[src/rtl/icinv_pkg.sv]
package icinv_pkg;

    typedef enum logic [1:0] {
        LN_INV   = 2'b00,
        LN_FILL  = 2'b01,
        LN_VALID = 2'b10
    } line_st_e;

    typedef enum logic {
        SRC_LAUNCH = 1'b0,
        SRC_INSTR  = 1'b1
    } inv_src_e;

    typedef enum logic [1:0] {
        WK_IDLE,
        WK_ISSUE,
        WK_DRAIN,
        WK_REPLY
    } walk_st_e;

    function automatic logic walk_needed(input logic src,
                                         input int unsigned unit,
                                         input int unsigned grp);
        return (src == SRC_INSTR) || ((unit % grp) == 0);
    endfunction

endpackage

[src/rtl/icinv_admit.sv]
module icinv_admit
    import icinv_pkg::*;
#(
    parameter int unsigned UNIT_W = 3,
    parameter int unsigned GROUP  = 4
) (
    input  logic              src,
    input  logic [UNIT_W-1:0] unit,
    output logic              needs_walk
);
    generate
        if (GROUP <= 1) begin : g_all_leaders
            assign needs_walk = 1'b1;
        end else begin : g_grouped
            assign needs_walk = walk_needed(src, 32'(unit), GROUP);
        end
    endgenerate
endmodule

[src/rtl/icinv_walk_ctrl.sv]
module icinv_walk_ctrl
    import icinv_pkg::*;
#(
    parameter int NB   = 16,
    parameter int ID_W = 4,
    localparam int IDX_W  = (NB > 1) ? $clog2(NB) : 1,
    localparam int PEND_W = $clog2(NB + 1)
) (
    input  logic             clk,
    input  logic             rst,
    input  logic             start,
    input  logic [ID_W-1:0]  start_id,
    input  logic             start_src,
    input  logic             ev_ready,
    input  logic             ev_done,
    input  logic             rsp_ready,
    output logic             idle,
    output logic             ev_valid,
    output logic [IDX_W-1:0] ev_idx,
    output logic             rsp_valid,
    output logic [ID_W-1:0]  rsp_id,
    output logic             rsp_src
);
    localparam logic [IDX_W-1:0] LAST_IDX = IDX_W'(NB - 1);

    walk_st_e          st_q;
    logic [IDX_W-1:0]  idx_q;
    logic [PEND_W-1:0] pend_q;
    logic [ID_W-1:0]   id_q;
    logic              src_q;
    logic              issue_fire;

    always_comb begin
        issue_fire = (st_q == WK_ISSUE) && ev_ready;
    end

    always_ff @(posedge clk) begin
        if (rst) begin
            st_q   <= WK_IDLE;
            idx_q  <= '0;
            pend_q <= '0;
            id_q   <= '0;
            src_q  <= SRC_LAUNCH;
        end else begin
            pend_q <= pend_q + PEND_W'(issue_fire) - PEND_W'(ev_done);
            case (st_q)
                WK_IDLE: begin
                    if (start) begin
                        st_q  <= WK_ISSUE;
                        idx_q <= '0;
                        id_q  <= start_id;
                        src_q <= start_src;
                    end
                end
                WK_ISSUE: begin
                    if (issue_fire) begin
                        if (idx_q == LAST_IDX) begin
                            st_q <= WK_DRAIN;
                        end else begin
                            idx_q <= idx_q + 1'b1;
                        end
                    end
                end
                WK_DRAIN: begin
                    if (pend_q == '0) begin
                        st_q <= WK_REPLY;
                    end
                end
                WK_REPLY: begin
                    if (rsp_ready) begin
                        st_q <= WK_IDLE;
                    end
                end
                default: st_q <= WK_IDLE;
            endcase
        end
    end

    assign idle      = (st_q == WK_IDLE);
    assign ev_valid  = (st_q == WK_ISSUE);
    assign ev_idx    = idx_q;
    assign rsp_valid = (st_q == WK_REPLY);
    assign rsp_id    = id_q;
    assign rsp_src   = src_q;
endmodule

[src/rtl/icinv_line_array.sv]
module icinv_line_array
    import icinv_pkg::*;
#(
    parameter int NB = 16,
    localparam int IDX_W = (NB > 1) ? $clog2(NB) : 1
) (
    input  logic             clk,
    input  logic             rst,
    input  logic             evict,
    input  logic [IDX_W-1:0] evict_idx,
    input  logic             fill,
    input  logic [IDX_W-1:0] fill_idx,
    input  logic             look,
    input  logic [IDX_W-1:0] look_idx,
    input  logic [IDX_W-1:0] query_idx,
    output logic [1:0]       query_state,
    output logic             hit,
    output logic             miss,
    output logic [2*NB-1:0]  line_vec
);
    logic [1:0] st_vec [NB];
    logic       hit_q;
    logic       miss_q;

    generate
        for (genvar i = 0; i < NB; i++) begin : g_line
            line_st_e line_q;
            always_ff @(posedge clk) begin
                if (rst) begin
                    line_q <= LN_INV;
                end else if (evict && (evict_idx == IDX_W'(i))) begin
                    line_q <= LN_INV;
                end else if (fill && (fill_idx == IDX_W'(i)) && (line_q == LN_FILL)) begin
                    line_q <= LN_VALID;
                end else if (look && (look_idx == IDX_W'(i)) && (line_q == LN_INV)) begin
                    line_q <= LN_FILL;
                end
            end
            assign st_vec[i]         = line_q;
            assign line_vec[2*i +: 2] = line_q;
        end
    endgenerate

    always_ff @(posedge clk) begin
        if (rst) begin
            hit_q  <= 1'b0;
            miss_q <= 1'b0;
        end else begin
            hit_q  <= look && (st_vec[look_idx] == LN_VALID);
            miss_q <= look && (st_vec[look_idx] != LN_VALID);
        end
    end

    assign hit         = hit_q;
    assign miss        = miss_q;
    assign query_state = st_vec[query_idx];
endmodule

[src/rtl/icinv_walker.sv]
module icinv_walker
    import icinv_pkg::*;
#(
    parameter int NUM_BLOCKS      = 16,
    parameter int NUM_UNITS       = 8,
    parameter int UNITS_PER_GROUP = 4,
    parameter int ID_W            = 4,
    localparam int IDX_W  = (NUM_BLOCKS > 1) ? $clog2(NUM_BLOCKS) : 1,
    localparam int UNIT_W = (NUM_UNITS > 1) ? $clog2(NUM_UNITS) : 1
) (
    input  logic              clk,
    input  logic              rst,
    input  logic              inv_req_valid,
    output logic              inv_req_ready,
    input  logic              inv_req_src,
    input  logic [UNIT_W-1:0] inv_req_unit,
    input  logic [ID_W-1:0]   inv_req_id,
    output logic              inv_rsp_valid,
    input  logic              inv_rsp_ready,
    output logic [ID_W-1:0]   inv_rsp_id,
    output logic              inv_rsp_src,
    output logic              ev_issue_valid,
    input  logic              ev_issue_ready,
    output logic [IDX_W-1:0]  ev_issue_idx,
    input  logic              ev_done_valid,
    input  logic [IDX_W-1:0]  ev_done_idx,
    input  logic              fetch_valid,
    output logic              fetch_ready,
    input  logic [IDX_W-1:0]  fetch_idx,
    output logic              fetch_hit,
    output logic              fetch_miss,
    input  logic              fill_valid,
    input  logic [IDX_W-1:0]  fill_idx,
    input  logic [IDX_W-1:0]  query_idx,
    output logic [1:0]        query_state
);
    logic                    idle;
    logic                    needs_walk;
    logic                    start;
    logic                    look;
    logic [2*NUM_BLOCKS-1:0] line_vec;

    icinv_admit #(
        .UNIT_W (UNIT_W),
        .GROUP  (UNITS_PER_GROUP)
    ) u_admit (
        .src        (inv_req_src),
        .unit       (inv_req_unit),
        .needs_walk (needs_walk)
    );

    assign inv_req_ready = idle;
    assign start         = inv_req_valid && idle && needs_walk;
    assign fetch_ready   = idle;
    assign look          = fetch_valid && idle;

    icinv_walk_ctrl #(
        .NB   (NUM_BLOCKS),
        .ID_W (ID_W)
    ) u_ctrl (
        .clk       (clk),
        .rst       (rst),
        .start     (start),
        .start_id  (inv_req_id),
        .start_src (inv_req_src),
        .ev_ready  (ev_issue_ready),
        .ev_done   (ev_done_valid),
        .rsp_ready (inv_rsp_ready),
        .idle      (idle),
        .ev_valid  (ev_issue_valid),
        .ev_idx    (ev_issue_idx),
        .rsp_valid (inv_rsp_valid),
        .rsp_id    (inv_rsp_id),
        .rsp_src   (inv_rsp_src)
    );

    icinv_line_array #(
        .NB (NUM_BLOCKS)
    ) u_lines (
        .clk         (clk),
        .rst         (rst),
        .evict       (ev_done_valid),
        .evict_idx   (ev_done_idx),
        .fill        (fill_valid),
        .fill_idx    (fill_idx),
        .look        (look),
        .look_idx    (fetch_idx),
        .query_idx   (query_idx),
        .query_state (query_state),
        .hit         (fetch_hit),
        .miss        (fetch_miss),
        .line_vec    (line_vec)
    );
endmodule

[config.mk]
export PLATFORM = sky130hd
export DESIGN_NAME = icinv_walker
export DESIGN_NICKNAME = d
export VERILOG_FILES = /design/src/rtl/icinv_pkg.sv /design/src/rtl/icinv_admit.sv /design/src/rtl/icinv_walk_ctrl.sv /design/src/rtl/icinv_line_array.sv /design/src/rtl/icinv_walker.sv
export SDC_FILE = /design/constraint.sdc
export NUM_CORES = 1
export LEC_CHECK = 0
export ABC_CLOCK_PERIOD_IN_PS = 3200
export BUFFER_PORTS_ARGS = -buffer_cell sky130_fd_sc_hd__buf_2
export CAP_MARGIN = 10
export CORE_UTILIZATION = 61
export DETAILED_ROUTE_END_ITERATION = 7
export MAX_ROUTING_LAYER = met4
export PLACE_DENSITY = 0.9
export SLEW_MARGIN = 20
export SYNTH_ARGS = -nofsm -noshare
export SYNTH_HDL_FRONTEND = slang
export SYNTH_SLANG_ARGS = --single-unit
[constraint.sdc]
create_clock -name clk -period 3.2 [get_ports clk]
set_input_delay 0.32 -clock clk [delete_from_list [all_inputs] [get_ports clk]]
set_output_delay 0.32 -clock clk [all_outputs]
set_load 0.05 [all_outputs]
Word level (Yosys, flattened, before mapping)
Cells that the tools add are included.

Bits in registers: 50. Latch bits: 0. Memory bits (writable): 0. Bits in read-only memories: 0. Input port bits: 32. Output and inout bits: 17. Word-level logic and storage cells: 328. Memories kept: 0.

Add/subtract/negate cells: 3. Multiply operators: 0. Divide/modulo/power cells: 0. Order comparisons: 2. Equal/unequal tests: 73. Shift operators: 0. Multiplexer cells: 48. Bitwise operators: 2. Reduce and logical (&&, ||, !) cells: 161.

Operator list (number): $eq A4 B4 Y1 const B (25); $logic_and A1 B1 Y1 (86); $mux W2 (41); $eq A4 B3 Y1 const B (12); $reduce_or A3 Y1 (16); $eq A2 B1 Y1 const B (17); $logic_not A2 Y1 (17); $reduce_bool A2 Y1 (17); $logic_not A32 Y1 (1); $reduce_or A2 Y1 (16); $eq A4 B2 Y1 const B (6); $bmux W2 S4 (2); $eq A4 B1 Y1 const B (3); $logic_not A4 Y1 (3); $mux W4 (3); $ge A5 B5 Y1 const B (2); $ne A2 B1 Y1 const B (5); $not A4 Y5 (2); $pmux W2 S4 (1); $pmux W4 S2 (1); $eq A2 B2 Y1 const B (3); $add A5 B1 Y5 (1); $logic_not A5 Y1 (1); $reduce_and A5 Y1 (1); other kinds (6) (7).

Longest topological paths before layout
Depth after elaboration: 6. Mapped depth: 10. Gate-level depth less buffers: 10.

Cells and area by module
From an unflattened synthesis, not the netlist that was laid out.

Cell total of the unflattened synthesis: 307. Area total of the unflattened synthesis: 2947.8 um2.

Modules (own cells, without submodules): icinv_line_array (times used 1, cells an instance 201, area an instance 1979.4 um2, seq. area each 680.7 um2); icinv_walk_ctrl (times used 1, cells an instance 102, area an instance 940.9 um2, seq. area each 320.3 um2); icinv_walker (times used 1, cells an instance 3, area an instance 20.0 um2, seq. area each 0.0 um2); icinv_admit (times used 1, cells an instance 1, area an instance 7.5 um2, seq. area each 0.0 um2).

Worst setup path after synthesis
Ideal clock, no wire load.

Path type: register -> register. Start: register u_ctrl.st_q[1]. End: register u_ctrl.pend_q[4]. Library setup time: 0.134 ns. Arrival time: 2.177 ns. Data required time: 3.066 ns. Setup slack: 0.889 ns. Cell stages (with the launch flop): 11. Buffers on the path: 0. Clock period less this slack: 2.311 ns. Cells stage by stage: dfxtp_1 > inv_1 > ha_1 > and2_1 > ha_1 > inv_1 > fa_1 > nor2b_1 > o21bai_1 > a21oi_1 > nor3b_1.

Cells in the longest elaborated chain, start to end: 4.

Ends and longest elaborated chain: from (decl) (line icinv_walk_ctrl.sv:26) `walk_st_e st_q;`; from (signal assigned) (line icinv_walk_ctrl.sv:39) `st_q <= WK_IDLE;`; from (signal assigned) (line icinv_walk_ctrl.sv:49) `st_q <= WK_ISSUE;`; from (signal assigned) (line icinv_walk_ctrl.sv:58) `st_q <= WK_DRAIN;`; $eq A2 B1 Y1; net ev_issue_valid (line icinv_walker.sv:22) `output logic ev_issue_valid,`; $logic_and A1 B1 Y1 (line icinv_walk_ctrl.sv:34) `issue_fire = (st_q == WK_ISSUE) && ev_ready;`; $add A5 B1 Y5 (line icinv_walk_ctrl.sv:45) `pend_q <= pend_q + PEND_W'(issue_fire) - PEND_W'(ev_done);`; $sub A5 B1 Y5 (line icinv_walk_ctrl.sv:45); to (signal assigned) (line icinv_walk_ctrl.sv:45); to (decl) (line icinv_walk_ctrl.sv:28) `logic [PEND_W-1:0] pend_q;`.

The timed path passes the listed nets, and every way through them passes these cells. A chain may end at the register's enable or synchronous reset.

Final worst setup path
Start: register u_lines.g_line[15].line_q[1]. End: output port query_state[1].

Cells in the longest elaborated chain, start to end: 3.

Ends and longest elaborated chain: from (decl) (line icinv_line_array.sv:27) `line_st_e line_q;`; from (signal assigned) (line icinv_line_array.sv:30) `line_q <= LN_INV;`; from (signal assigned) (line icinv_line_array.sv:32) `line_q <= LN_INV;`; from (signal assigned) (line icinv_line_array.sv:34) `line_q <= LN_VALID;`; $bmux W2 S4 (line icinv_line_array.sv:56) `assign query_state = st_vec[query_idx];`; $mux W2 (implied by the code) (2 in a row) (line icinv_line_array.sv:56); to (decl) (line icinv_walker.sv:35) `output logic [1:0] query_state`.

Every way passes these cells. The select of a mux whose other input is x is not followed.

==> metrics.md <==
| Metric | Value |
|---|---|
| Total gr overflow | `0` |
| Die width | `71.74 um` |
| CTS tree | `done` |
| GRT Total Usage | `30.98%` |
| Initial Util | `63.23%` |
| CTS max path bufs | `2` |
| Fin. Hold Viols | `0` |
| Core ar. | `between 0.004 and 0.005 mm^2` |
| Insertion delay to the later sink of the worst-skew pair | `around 310 ps` |
| Die area | `a little over 0.005 mm^2` |
| Final setup vio count | `0` |
| CP endpoint kind | `output pin` |
| Post-DR wirelength/cell | `16.81 um` |
| HP Class | `in2reg` |
| First-pass GRT wire length | `approximately 12,000 um` |
| Largest net degree at the start of global routing | `27` |
| Leak pwr | `1.365 nW` |
| Clock sink total | `50` |
| Fin cells | `424` |
| Top FF cell, synth | `dfxtp_1` |
| Final core occ | `71.20%` |
| CP Data Required Time | `between 2000 and 3000 ps` |
| Final nets | `414` |
| Rows | `25` |
| DRT iter0 DRCs | `294` |
| Drt first pass iters | `5` |
| DRC | `0` |
| Max-Cap Viols | `0` |
| Reg-to-reg slack, setup | `1000 ps` |
| Post-Place Setup Slack | `1008 ps` |
| Area grow syn2layout | `12.61%` |
| Minimum clock period | `about 2200 ps` |
| Inserted Clock Buffers | `5` |
| Vias per cell | `around 6.4` |
| Yosys Warn Count | `0` |
| Min-delay src | `inv_req_id[1]` |
| I/O pins | `around 50` |
| Worst-path clk slew | `90 ps` |
| Syn Inst Count | `approximately 330` |
| Slew margin rel. | `46.94%` |
| #FFs+latches synth | `50` |
| CP dominant cell by count | `mux4_2` |
| Worst R2R Start | `u_ctrl.st_q[1]` |
| Chip height | `around 72 um` |
| Post-synthesis cell area | `0.002967 mm^2` |
| Fin crit share | `69.19%` |
| Syn Area/Cell | `9.072 um^2` |
| Maximum VDD drop | `0.5842 mV` |
| Cts repair resizes | `0` |
| Crit path max fanout | `5` |
| Max Clock Skew | `8.320 ps` |
| Final HPWL DP | `5356 um` |
| RSZ-0062 raised after global routing | `no` |
| Synth cell types | `54` |
| CP Data Arrival Time | `1890 ps` |
| Crit-path max cell delay | `510 ps` |
| Reg2Reg Depth | `10` |
| Slew of the pin with the lowest slew margin | `794.1 ps` |
| Final Max Tran Viols | `0` |
| Share of cells above drive strength 1 | `20.81%` |
| Dpl cells | `about 420` |
| Final wirelength | `7128 um` |
| Port bufs | `47` |
| Setup crit start kind | `flip-flop` |
| R2R Path End | `u_ctrl.pend_q[4]` |
| Post-route ant nets | `0` |
| Post-CTS Hold Fix Bufs | `0` |
| Setup ws final | `a little under 1000 ps` |
| WS Path Type | `reg2out` |
| PD cells | `581.6 mW/mm^2` |
| Postcts setup bufs | `0` |
| Antenna cells | `0` |
| Status | `completed` |
| Post-synth net total | `372` |
| Fmax | `451.6 MHz` |
| Fin Setup TNS | `0 ps` |
| Asr flop ratio synth | `0%` |
| Placer Congestion | `0.9727` |
| Worst Hold End | `u_ctrl.rsp_id[1]` |
| Vias | `2,734` |
| Seq/Total Area, Yosys | `about 34%` |
| Critical path cell sequence | `mux4_2, mux4_2, buf_2` |
| Root buf cell | `clkbuf_8` |
| Post-synth EDFFs | `0` |
| Vias in the first global route | `2,550` |
| Slowest cell on the critical path | `mux4_2` |
| Initial antenna violation count | `0` |
| Worst hold path depth | `3` |
| H-tree levels | `2` |
==> synth_stat cells, types with 3 or more instances <==
cell type,count,area [um^2]
nand2_1,24,90.09
o21ai_0,7,35.03
inv_1,20,75.07
nand3_1,8,40.04
nor4b_1,13,113.9
nor3b_1,5,37.54
a21oi_1,22,110.1
mux4_2,18,405.4
nor2b_1,9,56.30
dfxtp_1,50,1001
nor3_1,19,95.09
and2_1,3,18.77
mux2i_1,4,40.04
nor2_1,43,161.4
o31ai_1,3,22.52
nand2b_1,5,31.28
nand3b_1,3,22.52
nor4_1,4,25.02
ha_1,12,150.1
clkbuf_1,7,26.28
==> cells by family after synthesis <==
| group | synth area share [%] |
|---|---|
| DFF | 33.74 |
| muxes | 15.01 |
| adders and majority gates | 5.736 |
| buffers and inverters | 4.766 |
| and+or+nand+nor | 26.95 |
| AOI/OAI and AO/OA | 13.20 |
| xor gates and xnor gates | 0.5906 |
==> routing by layer <==
| layer | track usage, % | routed length, um | up-vias |
|---|---|---|---|
| li1 | - | - | 1288 |
| met1 | 40.67 | 2941 | 1300 |
| met2 | 49.27 | 3463 | 133 |
| met3 | 5.485 | 579 | 13 |
| met4 | 9.150 | 144 | 0 |
| met5 | - | 0 | - |
==> state kept, by name (all words and copies together) (netlist names) <==
signal,flops
u_ctrl.ev_idx,4
u_ctrl.pend_q,5
u_ctrl.rsp_id,4
u_ctrl.rsp_src,1
u_ctrl.st_q,2
u_lines.g_line.line_q,32
u_lines.hit,1
u_lines.miss,1
==> final cells by class <==
| class | instances | area [um^2] |
|---|---|---|
| clock buffers | 5 | 68.82 |
| inverters | 20 | 75.07 |
| well taps | 54 | 67.56 |
| clock inverters | 3 | 68.82 |
| fillers | 352 | 1351 |
| repair buffers | 47 | 235.2 |
| multi-input cells | 245 | 1824 |
| flip-flops and latches | 50 | 1001 |
==> placed cells by master (no fill, tap or decap), types with 2 or more instances in the layout <==
| cell type | instances |
|---|---|
| a21o_1 | 2 |
| and3_1 | 2 |
| and2_1 | 3 |
| inv_1 | 20 |
| o21ba_1 | 2 |
| bufinv_16 | 2 |
| nand3_1 | 8 |
| nor3_1 | 19 |
| nand3b_1 | 3 |
| nor2_1 | 43 |
| o21ai_0 | 7 |
| nand2_1 | 24 |
| a22oi_1 | 2 |
| nor4_1 | 4 |
| mux2i_1 | 4 |
| ha_1 | 12 |
| dfxtp_1 | 50 |
| nand4_1 | 2 |
| o21ba_2 | 2 |
| buf_2 | 47 |
| a31oi_1 | 2 |
| clkbuf_8 | 5 |
| a211oi_1 | 2 |
| o41ai_1 | 2 |
| o31ai_1 | 3 |
| mux4_2 | 18 |
| nor4b_1 | 13 |
| and4_1 | 2 |
| nand2b_1 | 5 |
| a2111oi_0 | 2 |
| nor2b_1 | 9 |
| a21oi_1 | 22 |
| nor3b_1 | 5 |
| o21bai_1 | 2 |
==> stage by stage <==
stage,hold slack [ps],power (mW),instance area [um^2]
floorplan,460.5,1.275,2967
global placement,457.9,1.389,3203
detailed placement,462.2,1.419,3203
CTS,238.6,1.943,3341
global route,255.7,2.052,3341
finish,244.0,1.943,3341
==> worst max-delay path, delay by kind of cell, from the launching register on <==
family,cells,cell delay (ps)
DFF,1,360
muxes,2,1000
buffers and inverters,1,230
==> power breakdown <==
group          switching [mW]  total (mW)  internal, mW
logic                   0.443       0.689         0.247
registers              0.0425       0.723         0.681
clock network           0.217       0.530         0.313
==> how the worst max path moves through the flow <==
stage | end | depth (start not counted) | startpoint | slack, ps
5_1_grt | u_ctrl.pend_q[4] | 10 | u_ctrl.st_q[1] | 760
3_3_place_gp | query_state[1] | 4 | query_idx[0] | 1040
6_report | query_state[1] | 3 | u_lines.g_line[15].line_q[1] | 990
3_5_place_dp | query_state[1] | 4 | query_idx[0] | 1010
2_1_floorplan | u_ctrl.pend_q[4] | 10 | u_ctrl.st_q[1] | 890
4_1_cts | u_ctrl.pend_q[4] | 10 | u_ctrl.st_q[1] | 990
Note: power is estimated with default switching activity, not from simulation.
